File: src/rtl/cfgchk_pkg.sv
package cfgchk_pkg;

   typedef enum logic [1:0] {OP_READ = 2'd0, OP_PROG = 2'd1, OP_ERASE = 2'd2, OP_SETDL = 2'd3} op_e;
   typedef enum logic [1:0] {RC_OK = 2'd0, RC_HOLE = 2'd1, RC_PROT = 2'd2} rc_e;
   typedef enum logic [2:0] {PK_HOLE, PK_UCFG, PK_OTP, PK_BOOT, PK_DLVL, PK_FIXED} kind_e;

   localparam int SLOTS_PER_PANEL = 8;
   localparam int NUM_LOCKS       = 6;
   localparam int LK_UCFG_WR      = 0;
   localparam int LK_BOOT_WR      = 2;
   localparam int LK_BOOT_RD      = 4;

   // Class of a page from its slot inside a panel and the panel it lives in.
   function automatic kind_e slot_kind(input logic [2:0] slot, input logic second_panel);
      kind_e k;
      case (slot)
         3'd0: k = PK_UCFG;
         3'd1: k = PK_OTP;
         3'd2: k = PK_BOOT;
         3'd4: k = second_panel ? PK_HOLE : PK_DLVL;
         3'd5, 3'd6, 3'd7: k = second_panel ? PK_HOLE : PK_FIXED;
         default: k = PK_HOLE;
      endcase
      return k;
   endfunction

endpackage

File: src/rtl/cfgchk_page_map.sv
module cfgchk_page_map
   import cfgchk_pkg::*;
#(
   parameter int PAGES = 16,
   localparam int IDX_W = $clog2(PAGES)
) (
   input  logic [IDX_W-1:0] page_idx,
   output kind_e            kind,
   output logic             panel
);

   if (PAGES != 2 * SLOTS_PER_PANEL) begin : g_bad_pages
      $error("cfgchk_page_map: PAGES must equal two panels of slots");
   end

   kind_e kind_tab [PAGES];

   for (genvar p = 0; p < PAGES; p++) begin : g_page
      assign kind_tab[p] = slot_kind(3'(p % SLOTS_PER_PANEL), (p >= SLOTS_PER_PANEL));
   end

   assign kind  = kind_tab[page_idx];
   assign panel = page_idx[IDX_W-1];

endmodule

File: src/rtl/cfgchk_lock_bank.sv
module cfgchk_lock_bank #(
   parameter int N = 6
) (
   input  logic         clk,
   input  logic         rst_n,
   input  logic [N-1:0] set_i,
   output logic [N-1:0] lock_o
);

   if (N < 1) begin : g_bad_n
      $error("cfgchk_lock_bank: N must be positive");
   end

   for (genvar i = 0; i < N; i++) begin : g_bit
      logic q;
      always_ff @(posedge clk or negedge rst_n) begin
         if (!rst_n)        q <= 1'b0;
         else if (set_i[i]) q <= 1'b1;
      end
      assign lock_o[i] = q;
   end

endmodule

File: src/rtl/cfgchk_rule_eval.sv
module cfgchk_rule_eval
   import cfgchk_pkg::*;
(
   input  op_e                  op,
   input  kind_e                kind,
   input  logic                 panel,
   input  logic [NUM_LOCKS-1:0] locks,
   output logic                 pass,
   output rc_e                  code
);

   logic wr_lock, rd_lock, is_rd, is_mod;

   always_comb begin
      wr_lock = 1'b0;
      rd_lock = 1'b0;
      if (kind == PK_UCFG) wr_lock = locks[LK_UCFG_WR + int'(panel)];
      if (kind == PK_BOOT) begin
         wr_lock = locks[LK_BOOT_WR + int'(panel)];
         rd_lock = locks[LK_BOOT_RD + int'(panel)];
      end
   end

   assign is_rd  = (op == OP_READ);
   assign is_mod = (op == OP_PROG) || (op == OP_ERASE);

   always_comb begin
      pass = 1'b0;
      case (kind)
         PK_HOLE:  pass = 1'b0;
         PK_FIXED: pass = is_rd;
         PK_DLVL:  pass = is_rd || (op == OP_SETDL);
         PK_OTP:   pass = is_rd || (op == OP_PROG);
         PK_UCFG:  pass = is_rd || (is_mod && !wr_lock);
         PK_BOOT:  pass = (is_rd && !rd_lock) || (is_mod && !wr_lock);
         default:  pass = 1'b0;
      endcase
      if (kind == PK_HOLE) code = RC_HOLE;
      else if (pass)       code = RC_OK;
      else                 code = RC_PROT;
   end

endmodule

File: src/rtl/cfgchk_chip_walk.sv
module cfgchk_chip_walk
   import cfgchk_pkg::*;
#(
   parameter int PAGES = 16,
   parameter bit LOCKS_GUARD = 1'b1,
   localparam int IDX_W = $clog2(PAGES)
) (
   input  logic                 clk,
   input  logic                 rst_n,
   input  logic                 start,
   input  logic [NUM_LOCKS-1:0] locks,
   output logic                 busy,
   output logic                 emit,
   output logic                 last,
   output logic [IDX_W-1:0]     idx
);

   logic [IDX_W-1:0] idx_q;
   logic             busy_q;
   kind_e            cur_kind;
   logic             cur_panel;
   logic             cfg_page, locked;

   assign cur_panel = idx_q[IDX_W-1];
   assign cur_kind  = slot_kind(idx_q[2:0], cur_panel);
   assign cfg_page  = (cur_kind == PK_UCFG) || (cur_kind == PK_BOOT);

   if (LOCKS_GUARD) begin : g_guard
      always_comb begin
         locked = 1'b0;
         if (cur_kind == PK_UCFG) locked = locks[LK_UCFG_WR + int'(cur_panel)];
         if (cur_kind == PK_BOOT) locked = locks[LK_BOOT_WR + int'(cur_panel)];
      end
   end else begin : g_override
      assign locked = 1'b0;
   end

   assign emit = busy_q && cfg_page && !locked;
   assign last = busy_q && (idx_q == IDX_W'(PAGES - 1));
   assign busy = busy_q;
   assign idx  = idx_q;

   always_ff @(posedge clk or negedge rst_n) begin
      if (!rst_n) begin
         busy_q <= 1'b0;
         idx_q  <= '0;
      end else if (!busy_q) begin
         if (start) begin
            busy_q <= 1'b1;
            idx_q  <= '0;
         end
      end else begin
         idx_q <= idx_q + 1'b1;
         if (last) busy_q <= 1'b0;
      end
   end

endmodule

File: src/rtl/cfgchk_access_filter.sv
module cfgchk_access_filter
   import cfgchk_pkg::*;
#(
   parameter int PAGE_LOG2 = 12,
   parameter int PAGES = 16,
   parameter bit LOCKS_GUARD_CHIP_ERASE = 1'b1,
   localparam int IDX_W = $clog2(PAGES),
   localparam int ADDR_W = PAGE_LOG2 + IDX_W
) (
   input  logic                 clk,
   input  logic                 rst_n,
   input  logic                 req_valid,
   output logic                 req_ready,
   input  logic [1:0]           req_op,
   input  logic [ADDR_W-1:0]    req_addr,
   input  logic                 chip_erase,
   input  logic [NUM_LOCKS-1:0] lock_set,
   output logic                 fwd_valid,
   output logic [1:0]           fwd_op,
   output logic [ADDR_W-1:0]    fwd_addr,
   output logic                 rsp_valid,
   output logic [1:0]           rsp_code
);

   if (PAGE_LOG2 < 1) begin : g_bad_page
      $error("cfgchk_access_filter: PAGE_LOG2 must be positive");
   end

   logic [NUM_LOCKS-1:0] lock_q;
   logic                 busy, w_emit, w_last;
   logic [IDX_W-1:0]     w_idx;
   kind_e                kind;
   logic                 panel, pass, accept, start;
   rc_e                  code;

   cfgchk_page_map #(.PAGES(PAGES)) u_map (
      .page_idx (req_addr[ADDR_W-1 -: IDX_W]),
      .kind     (kind),
      .panel    (panel)
   );

   cfgchk_lock_bank #(.N(NUM_LOCKS)) u_locks (
      .clk    (clk),
      .rst_n  (rst_n),
      .set_i  (lock_set),
      .lock_o (lock_q)
   );

   cfgchk_rule_eval u_rules (
      .op    (op_e'(req_op)),
      .kind  (kind),
      .panel (panel),
      .locks (lock_q),
      .pass  (pass),
      .code  (code)
   );

   cfgchk_chip_walk #(.PAGES(PAGES), .LOCKS_GUARD(LOCKS_GUARD_CHIP_ERASE)) u_walk (
      .clk   (clk),
      .rst_n (rst_n),
      .start (start),
      .locks (lock_q),
      .busy  (busy),
      .emit  (w_emit),
      .last  (w_last),
      .idx   (w_idx)
   );

   assign req_ready = !busy && !chip_erase;
   assign accept    = req_valid && req_ready;
   assign start     = chip_erase && !busy;

   always_ff @(posedge clk or negedge rst_n) begin
      if (!rst_n) begin
         fwd_valid <= 1'b0;
         fwd_op    <= '0;
         fwd_addr  <= '0;
         rsp_valid <= 1'b0;
         rsp_code  <= '0;
      end else if (busy) begin
         fwd_valid <= w_emit;
         rsp_valid <= w_last;
         rsp_code  <= RC_OK;
         if (w_emit) begin
            fwd_op   <= OP_ERASE;
            fwd_addr <= {w_idx, {PAGE_LOG2{1'b0}}};
         end
      end else if (accept) begin
         fwd_valid <= pass;
         rsp_valid <= 1'b1;
         rsp_code  <= code;
         if (pass) begin
            fwd_op   <= req_op;
            fwd_addr <= req_addr;
         end
      end else begin
         fwd_valid <= 1'b0;
         rsp_valid <= 1'b0;
      end
   end

endmodule

File: config.mk
export PLATFORM = sky130hd
export DESIGN_NAME = cfgchk_access_filter
export DESIGN_NICKNAME = d
export VERILOG_FILES = /design/src/rtl/cfgchk_pkg.sv /design/src/rtl/cfgchk_page_map.sv /design/src/rtl/cfgchk_lock_bank.sv /design/src/rtl/cfgchk_rule_eval.sv /design/src/rtl/cfgchk_chip_walk.sv /design/src/rtl/cfgchk_access_filter.sv
export SDC_FILE = /design/constraint.sdc
export NUM_CORES = 1
export LEC_CHECK = 0
export BUFFER_PORTS_ARGS = -buffer_cell sky130_fd_sc_hd__buf_2
export CORE_MARGIN = 4
export CORE_UTILIZATION = 30
export CTS_CLUSTER_SIZE = 20
export DETAILED_ROUTE_END_ITERATION = 8
export GPL_ROUTABILITY_DRIVEN = 0
export GPL_TIMING_DRIVEN = 0
export PLACE_DENSITY = 0.51
export REMOVE_ABC_BUFFERS = 1
export SLEW_MARGIN = 15
export SYNTH_ARGS = -nofsm -noshare
export SYNTH_HDL_FRONTEND = slang
export SYNTH_SLANG_ARGS = --single-unit
export TNS_END_PERCENT = 50
File: constraint.sdc
create_clock -name clk -period 2.5 [get_ports clk]
set_clock_uncertainty 0.1 [all_clocks]
set_input_delay 0.25 -clock clk [delete_from_list [all_inputs] [get_ports clk]]
set_output_delay 0.25 -clock clk [all_outputs]
set_load 0.005 [all_outputs]
==> impl_metrics.ini <==
[logic_synthesis]
ys.warnings.count = 0
syn_inst = 169
ys_top_cells_by_area = dfrtp_1 (45%), mux2i_1 (9.7%), ha_1 (7.4%), nand2b_1 (5.7%), nand2_1 (3.6%)
synth-seq-cells = 33
synth.distinct_cells = 41
synth_top_area_share_pct = 44.5
syn_area_per_cell_um2 = 11.0
yosys.area.top_type = dfrtp_1
synth_edf_count = 0
synth_flop_cell = dfrtp_1
syn_area_um2 = 1850
synthArstFlopShare_pct = 100
ys_seq_area_share_pct = 44.5

[critical_path]
cp_num_cells = 7
required_ns = 2.57
cp_top_family = simple AND/OR/NAND/NOR gates
path_class = register to register
crit_arrival_ns = 2.31
crit_chain = inv_1, ha_1, and2_1, o21ai_0, a221oi_1, nor3_4, mux2_4
cp_num_buf_inv = 1
reg2reg_from = u_walk.idx[0]$_DFFE_PN0P_
cp_slowest_cell = dfrtp_1
reg2regPathDepth = 7
end_kind = register
cp_max_fo = 6
r2r_end = fwd_addr[15]$_DFFE_PN0P_
rrSetupSlack_ns = 0.25
crit_path_max_incr_delay_ns = 0.45
startpoint_type = register

[route]
ant_nets = 0
drt_iter0_drc = 33
drt-total-wl_um = 3990
first_pass_iters = 4
num_vias = 1357
drcViolationCount = 0
wl_per_cell_um = 13.5
via_per_inst = 4.60

[placed_design]
portBuffers = 50
dp_slack_ns = 0.00737
hpwlAfterDp_um = 2970

[timing]
slew_headroom_pct = 51.4
post-route-worst-setup-slack_ns = 0.254
tightest_slew_ns = 0.729
setup_violations = 0
timing.fmax_ghz = 0.445
timing.final.crit_period_ns = 2.25
drv_slew = 0
fin_crit_sh_pct = 89.8
holdWs_ns = 0.0517
rsz0062_at_grt = no
final-hold-violation-count = 0

[clock_tree]
clock_latency_ns = 0.28
cts.clk_slew.worst_paths_ns = 0.07
cts_root_buf = clkbuf_8
cts_buffer_depth = 2
cts_sinks = 33
cts_max_level = 2
cts_setup_buffers = 0
cts-buffers-inserted = 5
cts_tree = built

[min_path]
hp-class = input pin to register
hold_depth = 2
hp-start = lock_set[1]
hold_end = u_locks.g_bit[1].q$_DFFE_PN0P_

[global_routing]
gr-total-overflow = 0
met2_usage_pct = 16.6
track_usage_pct = 11.7
use_met3_pct = 3.52
grt_pass1_wl_um = 6910
use_met1_pct = 16.9
grt_start_max_net_pins = 34
antenna_found_initial = 0
grt_busiest_layer = met1
grt_pass1_vias = 1431

[finish]
layout_common_cells = buf_2 (50), dfrtp_1 (32), nand2_1 (18), mux2i_1 (18), nand2b_1 (17)
final_nets = 258
layout-drive-gt1-share_pct = 35.5
multi_input_comb_area_um2 = 951
fill_cells = 628
final_core_util_pct = 38.3
num_antenna_cells = 0
ff_latch_area_um2 = 827
area_growth_pct = 23.1
layout_commonest_cell = buf_2

[die]
core_area_um2 = 5960
start_util_pct = 31.1
die_area_um2 = 7500
io_pins = 51
num_rows = 28
fp.dieH_um = 86.6
die_w_um = 86.6

[pwr]
peakVddDrop_uv = 380
p_per_area_nw_per_um2 = 892
p_leak_nw = 1.20

[flow_run]
drv_cap = 0

[status]
outcome = finished clean
what timing repair did:
action | CTS | global route
resized for setup | 1 | 0
endpoints found under the hold margin | 33 | 0
hold buffers | 1 | 0
setup endpoints to repair | 3 | 0
synth_stat cells, types with 2 or more instances:
cell       n
dfrtp_1   33
clkbuf_1   4
buf_2      2
nand3_1    2
nand2_1   18
nand2b_1  17
nor2_1     5
mux2_2     3
o31ai_1    2
o21ai_0    9
or2_2      6
mux2i_1   18
inv_1      9
ha_1      11
mux2_4     4
kinds of logic after synthesis:
kind of cell / after synthesis / share of synthesized area, %
simple gates: 57 / 17.9
flops: 33 / 44.5
fa+ha+maj: 11 / 7.42
mux: 25 / 14.8
buf+inv: 17 / 4.18
compound gates: 25 / 10.7
xor+xnor: 1 / 0.472
flip-flops by register name (all words and copies together) (netlist names):
register and count:
fwd_addr 16, fwd_op 2, fwd_valid 1, rsp_code 2, rsp_valid 1, u_locks.g_bit.q 6
u_walk.busy 1, u_walk.idx 4
worst max-delay path by stage:
stage	start	end
after floorplan	u_walk.busy$_DFF_PN0_	fwd_addr[12]$_DFFE_PN0P_
after detailed placement	u_walk.busy$_DFF_PN0_	fwd_addr[4]$_DFFE_PN0P_
after global routing	u_walk.busy$_DFF_PN0_	fwd_addr[14]$_DFFE_PN0P_
final	u_walk.idx[0]$_DFFE_PN0P_	fwd_addr[15]$_DFFE_PN0P_
after CTS	u_walk.idx[0]$_DFFE_PN0P_	fwd_addr[13]$_DFFE_PN0P_
after global placement	u_walk.busy$_DFF_PN0_	fwd_addr[10]$_DFFE_PN0P_
area by class of cell:
class                           count  share of cell area, %
Timing Repair Buffer               51                   11.4
Inverter                            9                   1.48
Sequential cell                    33                   36.2
Clock buffer                        7                   3.78
Clock inverter                      1                   1.32
Multi-Input combinational cell    119                   41.7
Tap cell                           75                   4.11
per-stage QoR:
step | TNS [ns] | power (mW) | cells | area [um2]
2_1_floorplan | 0 | 1.26 | 161 | 1810
3_3_place_gp | -0.256 | 1.53 | 286 | 2150
3_5_place_dp | 0 | 1.55 | 286 | 2150
4_1_cts | 0 | 2.08 | 295 | 2280
5_1_grt | 0 | 2.22 | 295 | 2280
6_report | 0 | 2.04 | 295 | 2280
routing by layer:
layer | wire (um) | part of all wire, %
met2 | 1620 | 40
met5 | 0 | 0
met4 | 45 | 1.1
met1 | 2020 | 51
met3 | 313 | 7.8
report_power, final:
part / leakage [nW] / switching, mW / internal, mW
logic: 0.773 / 0.282 / 0.357
clock network: 0.0585 / 0.187 / 0.325
registers: 0.366 / 0.182 / 0.704
(Power assumes the default switching activity.)
